==> src/rtl/spiseq_pkg.sv <==
package spiseq_pkg;
    localparam int CMD_W = 12;

    typedef struct packed {
        logic       lead_en;
        logic       trail_en;
        logic       gap_en;
        logic       lsb_first;
        logic [3:0] len;
        logic [1:0] div;
        logic       cpol;
        logic       cpha;
    } cmd_t;

    typedef enum logic [2:0] {
        ST_IDLE,
        ST_LEAD,
        ST_XFER,
        ST_TRAIL,
        ST_GAP
    } st_e;
endpackage

==> src/rtl/spiseq_ptr.sv <==
module spiseq_ptr #(
    parameter int NCMD = 4,
    localparam int IW = $clog2(NCMD)
) (
    input  logic          clk,
    input  logic          rst_n,
    input  logic          adv,
    input  logic [IW-1:0] last,
    output logic [IW-1:0] idx
);
    logic [IW-1:0] idx_d, idx_q;

    always_comb begin
        idx_d = idx_q;
        if (adv) begin
            idx_d = (idx_q >= last) ? '0 : idx_q + 1'b1;
        end
    end

    always_ff @(posedge clk) begin
        if (!rst_n) idx_q <= '0;
        else        idx_q <= idx_d;
    end

    assign idx = idx_q;


    ptr_hold_chk: assert property (@(posedge clk) disable iff (!rst_n)
        !adv |=> $stable(idx_q));
endmodule

==> src/rtl/spiseq_engine.sv <==
module spiseq_engine
    import spiseq_pkg::*;
#(
    parameter int DW   = 32,
    parameter int DLYW = 3
) (
    input  logic            clk,
    input  logic            rst_n,
    input  logic            start,
    input  cmd_t            cmd_in,
    input  logic [DW-1:0]   tx_data,
    input  logic [DLYW-1:0] clk_dly,
    input  logic [DLYW-1:0] neg_dly,
    input  logic [DLYW-1:0] nxt_dly,
    input  logic            miso,
    output logic            sck,
    output logic            mosi,
    output logic            cs_n,
    output logic            busy,
    output logic            done,
    output logic            frame_end,
    output logic [DW-1:0]   rx_data
);
    localparam int CW  = DLYW + 6;
    localparam int BW  = $clog2(2 * DW) + 1;
    localparam int IXW = $clog2(DW);

    typedef struct packed {
        st_e           st;
        cmd_t          cmd;
        logic [CW-1:0] cnt;
        logic [BW-1:0] edges;
        logic [DW-1:0] tx_sr;
        logic [DW-1:0] rx_sr;
        logic [DW-1:0] rx_out;
        logic          sck;
        logic          cs_n;
        logic          done;
    } eng_t;

    eng_t r_d, r_q;

    function automatic logic [BW-1:0] frame_bits(input logic [3:0] code);
        case (code)
            4'b1111: return BW'(16);
            4'b0011: return BW'(32);
            default: return BW'(8);
        endcase
    endfunction

    function automatic logic [CW-1:0] sck_period(input logic [1:0] dv);
        return CW'(2) << dv;
    endfunction

    function automatic logic [CW-1:0] span(input logic en, input logic [DLYW-1:0] n,
                                           input logic [1:0] dv);
        return en ? (CW'(n) + CW'(1)) * sck_period(dv) : sck_period(dv);
    endfunction

    logic [BW-1:0] nb;
    logic [BW-1:0] e;
    logic [CW-1:0] half;
    logic          is_last;
    logic          samp;
    logic          shft;
    logic          tx_bit;

    always_comb begin
        nb      = frame_bits(r_q.cmd.len);
        e       = r_q.edges;
        half    = sck_period(r_q.cmd.div) >> 1;
        is_last = (e == (nb << 1) - BW'(1));
        samp    = r_q.cmd.cpha ? e[0] : ~e[0];
        shft    = ~samp & (r_q.cmd.cpha ? (e != '0) : ~is_last);
        tx_bit  = r_q.cmd.lsb_first ? r_q.tx_sr[0] : r_q.tx_sr[IXW'(nb - BW'(1))];
    end

    always_comb begin
        r_d      = r_q;
        r_d.done = 1'b0;
        case (r_q.st)
            ST_IDLE: begin
                r_d.sck = cmd_in.cpol;
                if (start) begin
                    r_d.st    = ST_LEAD;
                    r_d.cmd   = cmd_in;
                    r_d.cs_n  = 1'b0;
                    r_d.cnt   = span(cmd_in.lead_en, clk_dly, cmd_in.div) - CW'(1);
                    r_d.tx_sr = tx_data;
                    r_d.rx_sr = '0;
                    r_d.edges = '0;
                end
            end
            ST_LEAD, ST_XFER: begin
                if (r_q.cnt == '0) begin
                    r_d.sck   = ~r_q.sck;
                    r_d.edges = e + BW'(1);
                    if (samp) begin
                        r_d.rx_sr = r_q.cmd.lsb_first ? {miso, r_q.rx_sr[DW-1:1]}
                                                      : {r_q.rx_sr[DW-2:0], miso};
                    end
                    if (shft) begin
                        r_d.tx_sr = r_q.cmd.lsb_first ? (r_q.tx_sr >> 1) : (r_q.tx_sr << 1);
                    end
                    if (is_last) begin
                        r_d.st  = ST_TRAIL;
                        r_d.cnt = span(r_q.cmd.trail_en, neg_dly, r_q.cmd.div) - CW'(1);
                    end else begin
                        r_d.st  = ST_XFER;
                        r_d.cnt = half - CW'(1);
                    end
                end else begin
                    r_d.cnt = r_q.cnt - CW'(1);
                end
            end
            ST_TRAIL: begin
                if (r_q.cnt == '0) begin
                    r_d.st     = ST_GAP;
                    r_d.cs_n   = 1'b1;
                    r_d.done   = 1'b1;
                    r_d.rx_out = r_q.cmd.lsb_first ? (r_q.rx_sr >> (BW'(DW) - nb)) : r_q.rx_sr;
                    r_d.cnt    = r_q.cmd.gap_en
                               ? span(1'b1, nxt_dly, r_q.cmd.div) - CW'(2)
                               : sck_period(r_q.cmd.div);
                end else begin
                    r_d.cnt = r_q.cnt - CW'(1);
                end
            end
            ST_GAP: begin
                if (r_q.cnt == '0) r_d.st = ST_IDLE;
                else               r_d.cnt = r_q.cnt - CW'(1);
            end
            default: r_d.st = ST_IDLE;
        endcase
    end

    always_ff @(posedge clk) begin
        if (!rst_n) begin
            r_q      <= '0;
            r_q.st   <= ST_IDLE;
            r_q.cs_n <= 1'b1;
        end else begin
            r_q <= r_d;
        end
    end

    assign sck       = r_q.sck;
    assign cs_n      = r_q.cs_n;
    assign mosi      = r_q.cs_n ? 1'b0 : tx_bit;
    assign busy      = (r_q.st != ST_IDLE);
    assign done      = r_q.done;
    assign rx_data   = r_q.rx_out;
    assign frame_end = (r_q.st == ST_TRAIL) && (r_q.cnt == '0);


    done_one_cycle_chk: assert property (@(posedge clk) disable iff (!rst_n)
        r_q.done |=> !r_q.done);

    done_at_release_chk: assert property (@(posedge clk) disable iff (!rst_n)
        r_q.done |-> (r_q.cs_n && !$past(r_q.cs_n)));

    xfer_selected_chk: assert property (@(posedge clk) disable iff (!rst_n)
        (r_q.st == ST_XFER) |-> !r_q.cs_n);

    cmd_frozen_chk: assert property (@(posedge clk) disable iff (!rst_n)
        (!r_q.cs_n && !$past(r_q.cs_n)) |-> $stable(r_q.cmd));
endmodule

==> src/rtl/spiseq_master.sv <==
module spiseq_master
    import spiseq_pkg::*;
#(
    parameter int NCMD = 4,
    parameter int DW   = 32,
    parameter int DLYW = 3,
    localparam int IW  = $clog2(NCMD)
) (
    input  logic                  clk,
    input  logic                  rst_n,
    input  logic [NCMD*CMD_W-1:0] cmd_table,
    input  logic [IW-1:0]         seq_last,
    input  logic [DLYW-1:0]       clk_dly,
    input  logic [DLYW-1:0]       neg_dly,
    input  logic [DLYW-1:0]       nxt_dly,
    input  logic                  start,
    input  logic [DW-1:0]         tx_data,
    input  logic                  miso,
    output logic                  sck,
    output logic                  mosi,
    output logic                  cs_n,
    output logic                  busy,
    output logic                  done,
    output logic [DW-1:0]         rx_data,
    output logic [IW-1:0]         cmd_idx
);
    cmd_t tbl [NCMD];
    cmd_t cur_cmd;
    logic adv;

    for (genvar g = 0; g < NCMD; g++) begin : g_slot
        assign tbl[g] = cmd_t'(cmd_table[g*CMD_W +: CMD_W]);
    end

    assign cur_cmd = tbl[cmd_idx];

    spiseq_ptr #(.NCMD(NCMD)) u_ptr (
        .clk  (clk),
        .rst_n(rst_n),
        .adv  (adv),
        .last (seq_last),
        .idx  (cmd_idx)
    );

    spiseq_engine #(.DW(DW), .DLYW(DLYW)) u_eng (
        .clk      (clk),
        .rst_n    (rst_n),
        .start    (start),
        .cmd_in   (cur_cmd),
        .tx_data  (tx_data),
        .clk_dly  (clk_dly),
        .neg_dly  (neg_dly),
        .nxt_dly  (nxt_dly),
        .miso     (miso),
        .sck      (sck),
        .mosi     (mosi),
        .cs_n     (cs_n),
        .busy     (busy),
        .done     (done),
        .frame_end(adv),
        .rx_data  (rx_data)
    );


    idx_stable_chk: assert property (@(posedge clk) disable iff (!rst_n)
        (!cs_n && !$past(cs_n)) |-> $stable(cmd_idx));
endmodule

==> config.mk <==
export PLATFORM = sky130hd
export DESIGN_NAME = spiseq_master
export DESIGN_NICKNAME = d
export VERILOG_FILES = /design/src/rtl/spiseq_pkg.sv /design/src/rtl/spiseq_ptr.sv /design/src/rtl/spiseq_engine.sv /design/src/rtl/spiseq_master.sv
export SDC_FILE = /design/constraint.sdc
export NUM_CORES = 1
export LEC_CHECK = 0
export BUFFER_PORTS_ARGS = -buffer_cell sky130_fd_sc_hd__buf_2
export CAP_MARGIN = 10
export CORE_AREA = 2 2 130 132
export DETAILED_ROUTE_END_ITERATION = 12
export DIE_AREA = 0 0 132 134
export PLACE_DENSITY = 0.86
export SYNTH_ARGS = -nofsm -noshare
export SYNTH_HDL_FRONTEND = slang
export SYNTH_SLANG_ARGS = --single-unit
export TNS_END_PERCENT = 5
==> constraint.sdc <==
create_clock -name clk -period 6 [get_ports clk]
set_clock_uncertainty 0.05 [all_clocks]
set_input_delay 0.9 -clock clk [delete_from_list [all_inputs] [get_ports clk]]
set_output_delay 0.9 -clock clk [all_outputs]
set_load 0.05 [all_outputs]
Word-level counts from Yosys, hierarchy flattened. Cells that the tools add are included.

Register bits after elaboration: 132. Output and inout bits: 39. Logic and storage cells: 116.

Muxes and demuxes: 37. $lt $le $gt $ge: 3. Reduce and logical (&&, ||, !) cells: 19. $mul: 3. Shift-type cells: 3. Equality and inequality tests: 14. Bitwise logic cells: 6. Add/subtract/negate cells: 13.

Operators by type and width (number): 32-bit 2-to-1 mux (5); 71-bit one-hot mux with 2 select lines (1); 95-bit 2-to-1 mux (1); 71-bit 2-to-1 mux (1); 9-bit 2-to-1 mux (7); 9-bit one-hot mux with 4 select lines (1); 32-bit by 7-bit >> shifter with 32-bit output (1); 9-bit by 9-bit multiplier with 9-bit output (3); 9-bit by 1-bit subtractor with 9-bit output (second input constant) (3); 12-bit binary-select mux with 2-bit select (1); 12-bit 2-to-1 mux (2); 2-bit by 2-bit << shifter with 9-bit output (first input constant) (2); 3-bit by 1-bit adder with 4-bit output (second input constant) (3); 3-bit one-hot mux with 4 select lines (1); 6-bit one-hot mux with 2 select lines (1); 4-bit AND reduction (3); 2-bit by 1-bit != test with 1-bit output (second input constant) (5); 9-bit zero test (1); 3-bit 2-to-1 mux (3); 3-bit AND reduction (3); 8-bit by 1-bit subtractor with 9-bit output (second input constant) (1); 9-bit by 2-bit subtractor with 9-bit output (second input constant) (1); 1-bit 2-to-1 mux (8); 2-bit AND reduction (4); 28 further kinds (36).

Logic depth before layout (Yosys ltp).
Depth in word-level cells: 10. Depth in mapped cells: 18.

Modules after synthesis. A second synthesis with hierarchy kept.

Cells, all modules: 1164. Area total of the unflattened synthesis: 9694.3 sq um.

Modules (own cells, without submodules): spiseq_engine (area an instance 9241.4 sq um, times used 1, sequential area each 2562.5 sq um, cells an instance 1132); spiseq_master (area an instance 294.0 sq um, times used 1, sequential area each 0.0 sq um, cells an instance 14); spiseq_ptr (area an instance 158.9 sq um, times used 1, sequential area each 40.0 sq um, cells an instance 18).

Worst setup path before layout. Ideal clock, no wire load.

Kind: reg2reg. Start point: register u_ptr.idx_q[0], in the netlist u_ptr.idx[0]. End point: register u_eng.r_q[114] in the netlist's numbering. Data required time: 5.816 ns. Setup slack: 0.775 ns. Period minus slack after synthesis: 5.225 ns. Buffers on the path: 2. Arrival: 5.040 ns. Setup time: 0.134 ns. Cell stages (with the launch flop): 19. Path through: dfxtp_1 > buf_2 > mux4_2 > clkbuf_1 > nand2b_1 > or2_2 > fa_1 > inv_1 > fa_1 > inv_1 > fa_1 > nor2b_1 > nand3_1 > nor3_1 > nand2_1 > o2111ai_1 > nand2_1 > nor4_1 > a211oi_1.

Longest elaborated chain between the ends: 10.

RTL lines: start: declaration (RTL line spiseq_ptr.sv:11) `logic [IW-1:0] idx_d, idx_q;`; start signal: assignment (RTL line spiseq_ptr.sv:22) `else idx_q <= idx_d;`; 2-bit NOT with 3-bit output (not written as such) (*) (RTL line spiseq_master.sv:35) `assign cur_cmd = tbl[cmd_idx];`; 12-bit binary-select mux with 2-bit select (*) (RTL line spiseq_master.sv:35); 12-bit 2-to-1 mux (not written as such) (*) (2 in a row) (RTL line spiseq_master.sv:35); 2-bit by 2-bit << shifter with 9-bit output (RTL line spiseq_engine.sv:52) `return CW'(2) << dv;`; 9-bit by 9-bit multiplier with 9-bit output (RTL line spiseq_engine.sv:57) `return en ? (CW'(n) + CW'(1)) * sck_period(dv) : sck_period(dv);`; 9-bit 2-to-1 mux (*) (RTL line spiseq_engine.sv:57); 9-bit by 1-bit subtractor with 9-bit output (*) (RTL line spiseq_engine.sv:88) `r_d.cnt = span(cmd_in.lead_en, clk_dly, cmd_in.div) - CW'(1);`; 95-bit 2-to-1 mux (*) (RTL line spiseq_engine.sv:84) `if (start) begin`; 9-bit one-hot mux with 4 select lines (*) (RTL line spiseq_engine.sv:81) `case (r_q.st)`; end signal: assignment (RTL line spiseq_engine.sv:143) `r_q <= r_d;`; end: declaration (RTL line spiseq_engine.sv:41) `eng_t r_d, r_q;`.

Mark *: on every way between the ends. The rest lies on a longest branch, timed or not. The select of a mux whose other input is x is not followed. A chain may end at the register's enable or synchronous reset.

Worst setup path after layout.
Start point: input port cmd_table[27]. End point: register u_eng.r_q[114] in the netlist's numbering.

Longest elaborated chain between the ends: 9.

RTL lines: start: declaration (RTL line spiseq_master.sv:11) `input logic [NCMD*CMD_W-1:0] cmd_table,`; 12-bit binary-select mux with 2-bit select (*) (RTL line spiseq_master.sv:35); 12-bit 2-to-1 mux (not written as such) (*) (2 in a row) (RTL line spiseq_master.sv:35); 2-bit by 2-bit << shifter with 9-bit output (*) (RTL line spiseq_engine.sv:52); 9-bit by 9-bit multiplier with 9-bit output (RTL line spiseq_engine.sv:57); 9-bit 2-to-1 mux (*) (RTL line spiseq_engine.sv:57); 9-bit by 1-bit subtractor with 9-bit output (*) (RTL line spiseq_engine.sv:88); 95-bit 2-to-1 mux (*) (RTL line spiseq_engine.sv:84); 9-bit one-hot mux with 4 select lines (*) (RTL line spiseq_engine.sv:81).

Marked as above.

==> results.tsv <==
stage	metric	value	unit
global_route	overflow	0	
worst_hold_path	min_path_cells	2	
global_route	grt_use_total	27.5	%
timing	period_minus_slack	5.22	ns
floorplanning	die_y	134	um
timing	slew_headroom	15.5	%
global_route	antenna_found_initial	0	
global_route	grt_pass1_vias	8229	
worst_setup_path	required	6.20	ns
finish	final_cells	1412	
worst_setup_path	cp_slowest_cell	fa_1	
synth	async_flop_share	0	%
worst_hold_path	min-delay-start	u_eng.rx_data[23]	
timing	final_hold_viol_count	0	
synth	synth_top_flop_cell	dfxtp_1	
floorplanning	initial_core_util	58.3	%
clock_tree	cts_tree	yes	
routing	vias	8696	
clock_tree	path_clk_slew	0.06	ns
timing	drv_slew	0	
finish	nNetsFinal	1338	
placed_design	post-place-ws	0.350	ns
timing	tightest_slew	1.27	ns
clock_tree	clock_sinks	130	
pwr	ir_worst_vdd	231	uV
global_route	grt_pass1_wl	40000	um
floorplanning	die_area	17700	um2
finish	post_route_cells_drive_above_1_share	19.4	%
synth	synth_seq_cells	130	
routing	vias_per_cell	6.16	
worst_setup_path	worstSetupStartpointType	primary input	
outcome	outcome	finished clean	
synth	syn_inst	1132	
clock_tree	ctsLongestPathBuffers	2	
worst_setup_path	slowest_delay	0.57	ns
routing	firstDrtPassIters	5	
finish	fin_util	64.8	%
placed_design	io_buffers	133	
clock_tree	htree_levels	4	
placed_design	place_inst	1381	
run	maxCapViolCount	0	
pwr	power	3.30	mW
worst_setup_path	crit_chain	buf_2 > mux4_2 > nand2b_1 > or2_2 > fa_1 > inv_1 > fa_1 > inv_1 > fa_1 > nor2b_1 > nand3_1 > nor3_1 > nand2_1 > o2111ai_1 > nand2_1 > nor4_1 > a211oi_1	
synth	syn_nets	1290	
worst_setup_path	cpMostUsedCell	fa_1	
worst_setup_path	worstPathArrival	5.42	ns
clock_tree	clock_latency	0.42	ns
synth	synth-seq-area-share	27.4	%
routing	drc	0	
finish	fillers	1377	
synth	synth_area_leaders	dfxtp_1, ha_1, mux2i_1, nand2_1, o211a_1	
timing	fin_crit_sh	86.9	%
finish	n_antenna_cell	0	
worst_setup_path	rr_worst_depth	16	
floorplanning	coreArea	16300	um2
floorplanning	die-width	132	um
synth	synth.top_cell.area_share	27.4	%
placed_design	dpl-instance-area	9950	um2
worst_hold_path	hold_class	reg -> reg	
routing	wl	24000	um
routing	drt-wirelength-per-cell	17.0	um
floorplanning	io_pins	134	
timing	setup_violations	0	
placed_design	place_hpwl	16900	um
timing	setup_tns	0	ns
clock_tree	postCtsResizedCells	0	
worst_setup_path	crit_type	in -> reg	
timing	max_freq	192	MHz
clock_tree	root_buffer	clkbuf_16	
timing	setup_slack	0.784	ns
synth	avgSynthCellArea	8.39	um2
synth	synth.distinct_cells	67	
clock_tree	cts_buffers	17	
worst_setup_path	r2r-start	u_ptr.idx[0]	
routing	drt_iter0_drc	793	
pwr	p_leak	4.59	nW
timing	rsz0062_at_grt	no	
clock_tree	cts_hold_buf	0	
clock_tree	postCtsSetupBuffers	0	
global_route	grt_max_degree	71	
worst_setup_path	critPathMaxFanout	11	
synth	syn_area	9500	um2
floorplanning	fp-row-count	47	
finish	area_growth	11.0	%
finish	final_area	10500	um2
placed_design	gp_congestion	0.920	
routing	detail-route-antenna-nets	0	
worst_setup_path	cp-end-kind	flop	
synth	synth_edf_count	0	
pwr	p_per_area	313	nW/um2
synth	yosysTopAreaCell	dfxtp_1	
synth	ys.warnings.count	0	
timing	holdWs	0.411	ns
worst_setup_path	cp-startpoint	cmd_table[27]	
==> metal layers <==
layer  track usage [%]  vias up  share of wire [%]
li1                  -     4169                  -
met1              35.5     4153                 43
met2              45.1      313                 48
met3              5.44       61                5.5
met4              11.2        0                2.9
met5                 0        -                  0
==> critical path: cells and delay by family <==
kind	cells	cell delay, ns
fa+ha+maj	3	1.65
compound gates	2	0.27
mux	1	0.56
buf+inv	3	0.23
simple gates	8	1.79
==> path summary, 6_finish.rpt <==
check	end	slack [ns]
worst max register to register	u_eng.r_q[114]	0.90
worst min register to register	u_eng.rx_data[23]	0.41
worst max-delay path	u_eng.r_q[114]	0.78
worst min-delay path	u_eng.rx_data[23]	0.41
==> synth_stat cells (31+ instances only) <==
library cell    n
a21oi_1        44
a22oi_1        33
buf_4          39
clkbuf_1       59
dfxtp_1       130
ha_1           50
inv_1          50
mux2_2         31
mux2i_1        39
nand2_1        99
nand3_1        69
nor2_1         75
nor2b_1        45
o211a_1        36
o211ai_1       38
o21ai_0        38
==> sequential cells by signal, indices dropped and copies added (netlist names) <==
name and cells:
u_eng.e 7, u_eng.sck 1, u_eng.cs_n 1, u_eng.done 1, u_eng.rx_data 32, u_eng.r_q 86
u_ptr.idx 2
==> cell families (layout without fill, tap and decap cells) <==
kind of cell	Yosys count	in the layout	synth area share (%)
buf+inv	163	223	8.12
mux	82	82	10.6
flops	130	130	27.4
simple gates	368	368	19.3
compound gates	293	293	22.2
fa+ha+maj	63	63	9.32
xor+xnor	33	33	3.04
==> cell type report <==
class | instances | area [um2] | area share, %
timing repair buffer | 142 | 733 | 6.95
tap | 220 | 275 | 2.61
sequential | 130 | 2610 | 24.7
inverter | 50 | 188 | 1.78
clock inverter | 9 | 129 | 1.22
clock buffer | 22 | 474 | 4.50
multi-input combinational | 839 | 6140 | 58.2
==> power by group <==
part | total, mW | switching, mW | internal (mW)
logic | 1.12 | 0.674 | 0.441
clock network | 1.06 | 0.375 | 0.682
registers | 1.13 | 0.149 | 0.976
==> placed cells by master (no fill, tap or decap), types with 9 or more instances in the layout <==
cell and n:
nor3b_1 12, nand2_1 99, a21oi_1 44, xor2_1 13
a31oi_1 9, dfxtp_1 129, a211oi_1 15, buf_4 9
o211ai_1 38, nand3_1 69, inv_1 50, o211a_1 36
o21ai_0 38, nor2b_1 45, or3_1 11, clkbuf_16 17
ha_1 50, nand2b_1 9, buf_2 133, mux4_2 12
a22oi_1 33, xnor2_1 20, mux2_2 31, nor2_1 75
a21boi_0 27, fa_1 13, mux2i_1 39, nor3_1 10
Power figures use the tool's default switching activity.
